`src/rtl/amser_pkg.sv`:
```
package amser_pkg;
  localparam int BYTE_W = 8;
  localparam int CELL_W = 2 * BYTE_W;
  localparam int CNT_W  = $clog2(CELL_W);

  typedef enum logic [2:0] {
    MK_PLAIN,
    MK_FM_ADDR,
    MK_FM_INDEX,
    MK_MFM_HOLE_A,
    MK_MFM_HOLE_B
  } markKind_e;

  typedef struct packed {
    logic load;    // capture the presented byte this cycle
    logic active;  // a byte is on the line
  } ctrlStrobes_t;
endpackage

```
`src/rtl/amserEncoder.sv`:
```
module amserEncoder
  import amser_pkg::*;
#(
  parameter logic [BYTE_W-1:0] FM_PLAIN_CLK = 8'hFF,
  parameter logic [BYTE_W-1:0] FM_ADDR_CLK  = 8'hC7,
  parameter logic [BYTE_W-1:0] FM_INDEX_CLK = 8'hD7,
  parameter logic [BYTE_W-1:0] MFM_MARK_A   = 8'hA1,
  parameter logic [BYTE_W-1:0] MFM_MARK_B   = 8'hC2,
  parameter int                HOLE_A_BIT   = 2,
  parameter int                HOLE_B_BIT   = 3
) (
  input  logic [BYTE_W-1:0] byteIn,
  input  logic              mfmMode,
  input  logic              markEn,
  input  logic              prevBit,
  output logic [CELL_W-1:0] cells
);
  markKind_e                kind;
  logic [BYTE_W-1:0]        clkBits;
  logic [BYTE_W:0]          withPrev;

  // Decide which clocking rule applies to this byte
  always_comb begin
    kind = MK_PLAIN;
    if (markEn) begin
      if (!mfmMode) begin
        if (byteIn == 8'hFC)
          kind = MK_FM_INDEX;
        else if ((byteIn >= 8'hF8 && byteIn <= 8'hFB) || byteIn == 8'hFE)
          kind = MK_FM_ADDR;
      end else begin
        if (byteIn == MFM_MARK_A)
          kind = MK_MFM_HOLE_A;
        else if (byteIn == MFM_MARK_B)
          kind = MK_MFM_HOLE_B;
      end
    end
  end

  assign withPrev = {prevBit, byteIn};

  always_comb begin
    if (!mfmMode) begin
      case (kind)
        MK_FM_ADDR:  clkBits = FM_ADDR_CLK;
        MK_FM_INDEX: clkBits = FM_INDEX_CLK;
        default:     clkBits = FM_PLAIN_CLK;
      endcase
    end else begin
      for (int i = 0; i < BYTE_W; i++) begin
        clkBits[i] = ~withPrev[i+1] & ~withPrev[i];
        if (kind == MK_MFM_HOLE_A && i == HOLE_A_BIT) clkBits[i] = 1'b0;
        if (kind == MK_MFM_HOLE_B && i == HOLE_B_BIT) clkBits[i] = 1'b0;
      end
    end
  end

  // Interleave: clock cell sits above its data cell, MSB pair at the top
  genvar g;
  generate
    for (g = 0; g < BYTE_W; g++) begin : gPair
      assign cells[2*g+1] = clkBits[g];
      assign cells[2*g]   = byteIn[g];
    end
  endgenerate
endmodule

```
`src/rtl/amserCtrl.sv`:
```
module amserCtrl
  import amser_pkg::*;
(
  input  logic             clk,
  input  logic             rstN,
  input  logic             byteValid,
  output ctrlStrobes_t     strb,
  output logic             lastCell,
  output logic [CNT_W-1:0] cellCnt
);
  logic busyQ;
  logic [CNT_W-1:0] cntQ;

  assign lastCell    = busyQ && (cntQ == CNT_W'(CELL_W - 1));
  assign strb.load   = byteValid && (!busyQ || lastCell);
  assign strb.active = busyQ;
  assign cellCnt     = cntQ;

  always_ff @(posedge clk) begin
    if (!rstN) begin
      busyQ <= 1'b0;
      cntQ  <= '0;
    end else if (strb.load) begin
      busyQ <= 1'b1;
      cntQ  <= '0;
    end else if (lastCell) begin
      busyQ <= 1'b0;
      cntQ  <= '0;
    end else if (busyQ) begin
      cntQ  <= cntQ + 1'b1;
    end
  end
endmodule

```
`src/rtl/amserDatapath.sv`:
```
module amserDatapath
  import amser_pkg::*;
(
  input  logic              clk,
  input  logic              rstN,
  input  ctrlStrobes_t      strb,
  input  logic [BYTE_W-1:0] byteIn,
  input  logic              mfmMode,
  input  logic              markEn,
  output logic              wrData,
  output logic              curMfm
);
  logic [CELL_W-1:0] shiftQ;
  logic [CELL_W-1:0] cellsNext;
  logic              lastBitQ;
  logic              mfmQ;

  amserEncoder u_enc (
    .byteIn (byteIn),
    .mfmMode(mfmMode),
    .markEn (markEn),
    .prevBit(lastBitQ),
    .cells  (cellsNext)
  );

  always_ff @(posedge clk) begin
    if (!rstN) begin
      shiftQ   <= '0;
      lastBitQ <= 1'b0;
      mfmQ     <= 1'b0;
    end else if (strb.load) begin
      shiftQ   <= cellsNext;
      lastBitQ <= byteIn[0];
      mfmQ     <= mfmMode;
    end else if (strb.active) begin
      shiftQ   <= {shiftQ[CELL_W-2:0], 1'b0};
    end
  end

  assign wrData = strb.active & shiftQ[CELL_W-1];
  assign curMfm = mfmQ;
endmodule

```
`src/rtl/amSerializer.sv`:
```
module amSerializer
  import amser_pkg::*;
(
  input  logic              clk,
  input  logic              rstN,
  input  logic [BYTE_W-1:0] byteIn,
  input  logic              mfmMode,
  input  logic              markEn,
  input  logic              byteValid,
  output logic              wrData,
  output logic              byteTaken
);
  ctrlStrobes_t     strb;
  logic [CNT_W-1:0] cellCnt;
  logic             busy;
  logic             curMfm;

  amserCtrl u_ctrl (
    .clk      (clk),
    .rstN     (rstN),
    .byteValid(byteValid),
    .strb     (strb),
    .lastCell (byteTaken),
    .cellCnt  (cellCnt)
  );

  amserDatapath u_dp (
    .clk    (clk),
    .rstN   (rstN),
    .strb   (strb),
    .byteIn (byteIn),
    .mfmMode(mfmMode),
    .markEn (markEn),
    .wrData (wrData),
    .curMfm (curMfm)
  );

  assign busy = strb.active;
endmodule

```
`config.mk`:
```
export PLATFORM = sky130hd
export DESIGN_NAME = amSerializer
export DESIGN_NICKNAME = d
export VERILOG_FILES = /design/src/rtl/amser_pkg.sv /design/src/rtl/amserEncoder.sv /design/src/rtl/amserCtrl.sv /design/src/rtl/amserDatapath.sv /design/src/rtl/amSerializer.sv
export SDC_FILE = /design/constraint.sdc
export NUM_CORES = 1
export LEC_CHECK = 0
export BUFFER_PORTS_ARGS = -buffer_cell sky130_fd_sc_hd__buf_2
export CORE_UTILIZATION = 56
export CTS_BUF_LIST = sky130_fd_sc_hd__clkbuf_8
export CTS_CLUSTER_DIAMETER = 200
export DETAILED_ROUTE_END_ITERATION = 10
export PLACE_DENSITY = 0.78
export RECOVER_POWER = 50
export SLEW_MARGIN = 40
export SYNTH_ARGS = -nofsm -noshare
export SYNTH_HDL_FRONTEND = slang
export SYNTH_SLANG_ARGS = --single-unit
```
`constraint.sdc`:
```
create_clock -name clk -period 2.4 [get_ports clk]
set_clock_uncertainty 0.2 [all_clocks]
set_input_delay 0 -clock clk [delete_from_list [all_inputs] [get_ports clk]]
set_output_delay 0 -clock clk [all_outputs]
set_load 0.02 [all_outputs]
```
==> implementation parameters <==
Parameter                              Value

Status
  Status ... completed

Drt
  Via/cell ratio ... 6.24
  Count of routing violations after the opening detailed-route iteration ... a little under 70
  Detailed-route DRC error count ... 0
  Routed WL per cell ... between 15 and 20 µm
  Routed WL ... 2940 µm
  Post-detailed-route count of antenna-violating nets ... 0
  Vias ... about 1200
  TritonRoute pass-1 iters ... 4

Power and ir drop
  Cell Pwr Density ... 649 nW/µm²
  Portion of total power attributed to combinational logic ... between 10% and 20%
  Fraction of power consumed by sequential logic ... 45.9%
  Cell-internal power ... approximately 680 µW
  Clk pwr share ... 38.8%
  LEAKAGE ... 0.530 nW
  Switching pwr ... 221 µW
  Worst-case vdd ir drop ... 0.432 mV
  Net switching share of the total power ... roughly 25%

Finish
  Net count, final ... 176
  Antenna cells ... 0
  Area growth syn-to-layout ... 23.5%
  Share of layout cells above drive strength 1 ... 13.7%
  Non-Filler Instances ... 186
  Final core occ ... about three quarters

Timing
  Number of setup violations in the final report ... 0
  Post-layout minimum cycle time ... 2.26 ns
  Transition time at the pin with the least slew margin ... 0.541 ns
  F_max ... around 440 MHz
  Worst slew margin ... 63.7%
  Setup Total Neg Slack ... 0 ns
  Final Hold Violating Endpoints ... 0
  Final Slew Violations ... 0
  RSZ-0062 raised after global routing ... false
  Final critical-path share of the clock period ... 94.2%

Global routing
  Overall fraction of global-route tracks in use ... 29.4%
  Number of global-route vias before repair ... 1014
  Initial antenna violation count ... 0
  Largest net degree at the start of global routing ... 21
  Total global routing overflow ... 0
  Global-route wire length before repair ... ~4600 µm

Place
  Port-buffer cells ... 14
  Number of cells after detailed placement ... 170
  Estimated wirelength of the detail-placed design ... 1820 µm
  Routability-driven placement congestion ratio ... 0.879

Yosys
  Cell count after synthesis ... between 100 and 150
  Post-synth cell types ... 37
  Average cell area after synthesis ... ~8.2 µm²
  Area share of the largest cell type after synthesis ... 39.3%
  Synth Warn # ... 0
  Flip-flop cell with the highest count after synthesis ... sky130_fd_sc_hd__dfxtp_1
  Dominant cell type by area after synthesis ... sky130_fd_sc_hd__dfxtp_1
  Biggest area contributors in the synthesized netlist ... sky130_fd_sc_hd__dfxtp_1 39%, sky130_fd_sc_hd__o21ai_0 6.7%, sky130_fd_sc_hd__nor3_1 5.8%, sky130_fd_sc_hd__a211oi_1 5.4%, sky130_fd_sc_hd__nor2_1 5.0%
  Synthesized flop and latch total ... 22
  Proportion of register bits with asynchronous set or reset after synthesis ... 0%
  Total standard cell area after synthesis ... 1120 µm²
  EDFF count, synth ... 0
  Share of synthesized area occupied by flip-flops and latches ... 39.3%
  Total nets after synthesis ... 151

Floorplanning
  Die Width ... 46.7 µm
  Overall die area ... 2180 µm²
  Core Rows ... 15
  Die outline height ... 46.7 µm
  Boundary pin count ... 15
  Placeable core region ... 1800 µm²
  Initial standard-cell utilization of the core ... 62.2%

CTS
  CTS tree ... done
  TritonCTS buffer count ... 3
  Deepest clock path buffer count ... 2
  Cell at the root of the clock tree ... sky130_fd_sc_hd__clkbuf_8
  Clk sinks ... 22
  Setup Fix Bufs, Post-CTS ... 0
  Clock latency reported for the late side of the worst-skew pair ... about 0.26 ns
  Clock slew at reported path FFs ... around 0.080 ns
  H-Tree Depth ... 1

Min path
  Type of the tightest min-delay check ... primary input to register

Setup path
  Classification of the worst setup path ... register to register
  Max Fanout on Critical Path ... 4
  Kind of capture point of the worst setup path ... register
  Critical path data required time ... 2.35 ns
  Critical path launch point type ... register
  Arrival time at the worst endpoint ... 2.21 ns

Job
  Max-Cap Viols ... 0
[kinds of logic (layout without fill, tap and decap cells)]
family | Yosys count | in the layout | synth area share (%)
buffers and inverters | 9 | 33 | 3.79
multiplexers | 5 | 5 | 4.46
XOR/XNOR | 3 | 3 | 2.34
AO/OA/AOI/OAI | 43 | 43 | 23.9
adder cells (fa/ha/maj) | 1 | 1 | 1.12
flip-flops | 22 | 22 | 39.3
AND/OR/NAND/NOR | 54 | 54 | 25.1
[placed cells by master (no fill, tap or decap), types with 2 or more instances in the layout]
cell type and instances:
sky130_fd_sc_hd__a211oi_1 8, sky130_fd_sc_hd__a21oi_1 7, sky130_fd_sc_hd__a31oi_1 3, sky130_fd_sc_hd__and2_1 2, sky130_fd_sc_hd__buf_2 13, sky130_fd_sc_hd__clkbuf_8 3
sky130_fd_sc_hd__dfxtp_1 21, sky130_fd_sc_hd__dlygate4sd3_1 12, sky130_fd_sc_hd__inv_1 3, sky130_fd_sc_hd__mux2i_1 5, sky130_fd_sc_hd__nand2_1 7, sky130_fd_sc_hd__nand4_1 3
sky130_fd_sc_hd__nor2_1 15, sky130_fd_sc_hd__nor2b_1 4, sky130_fd_sc_hd__nor3_1 13, sky130_fd_sc_hd__o21ai_0 15, sky130_fd_sc_hd__o22ai_1 3, sky130_fd_sc_hd__xor2_1 2
[registers in the layout (all words and copies together) (netlist names)]
signal and cells:
u_ctrl.cellCnt 4, u_dp.lastBitQ 1, u_ctrl.busyQ 1, u_dp.shiftQ 16
[layer usage]
metal,share of wire [%],global-route usage [%]
met3,8.3,6.15
met2,47,46.9
met4,2.1,13.1
met5,0,0
met1,43,38.3
[worst max-delay path: stages (launching register included)]
cell	delay (ns)
sky130_fd_sc_hd__dfxtp_1	0.34
sky130_fd_sc_hd__ha_1	0.24
sky130_fd_sc_hd__and3_1	0.20
sky130_fd_sc_hd__and2_1	0.20
sky130_fd_sc_hd__o311ai_0	0.31
sky130_fd_sc_hd__a31oi_1	0.08
sky130_fd_sc_hd__dlygate4sd3_1	0.58
[final timing paths]
kind                          start        endpoint  slack [ns]  cells after the start
setup / recovery  u_ctrl.cellCnt[0]  u_dp.shiftQ[5]        0.14                      6
hold / removal               markEn  u_dp.shiftQ[7]        0.06                      5
setup reg to reg  u_ctrl.cellCnt[0]  u_dp.shiftQ[5]        0.14                      6
hold reg to reg       u_dp.lastBitQ   u_dp.lastBitQ        0.27                      2
[Yosys cell counts (all sizes together) (2+ instances only)]
cell / instances
a21oi: 7
and2: 3
o21ai: 16
o22ai: 3
inv: 3
buf: 6
nand4: 3
a31oi: 3
mux2i: 5
dfxtp: 22
nor2b: 4
a211oi: 8
xor2: 2
a211o: 2
nor2: 15
nand2: 7
nor3: 13
[repair_timing]
item                                    CTS  global route
hold endpoints to repair                 16             0
gates resized for setup                   0             2
hold buffers                             12             0
endpoints found under the setup margin    0             1
[layout make-up]
cell class | count | area, µm²
Inverter | 3 | 11.3
Tap cell | 25 | 31.3
Clock buffer | 3 | 41.3
Clock inverter | 1 | 30.0
Multi-Input combinational cell | 106 | 641
Timing Repair Buffer | 26 | 189
Sequential cell | 22 | 442
Fill cell | 131 | 417
[through the flow]
stage | setup WS [ns] | instance area [µm²] | hold slack (ns) | power (mW)
2_1_floorplan | 0.827 | 1120 | -0.0983 | 0.497
3_3_place_gp | 0.405 | 1190 | 0.105 | 0.532
3_5_place_dp | 0.359 | 1190 | 0.110 | 0.536
4_1_cts | 0.0809 | 1380 | 0.0375 | 0.890
5_1_grt | 0.0455 | 1390 | 0.0746 | 0.930
6_report | 0.140 | 1390 | 0.0632 | 0.900
[power groups by stage]
stage / logic, mW / clock network [mW] / registers (mW)
after floorplan: 0.0878 / 0 / 0.410
after global placement: 0.113 / 0 / 0.419
after detailed placement: 0.116 / 0 / 0.420
after CTS: 0.133 / 0.345 / 0.412
after global routing: 0.149 / 0.366 / 0.416
final: 0.138 / 0.349 / 0.413
(Power assumes the default switching activity.)
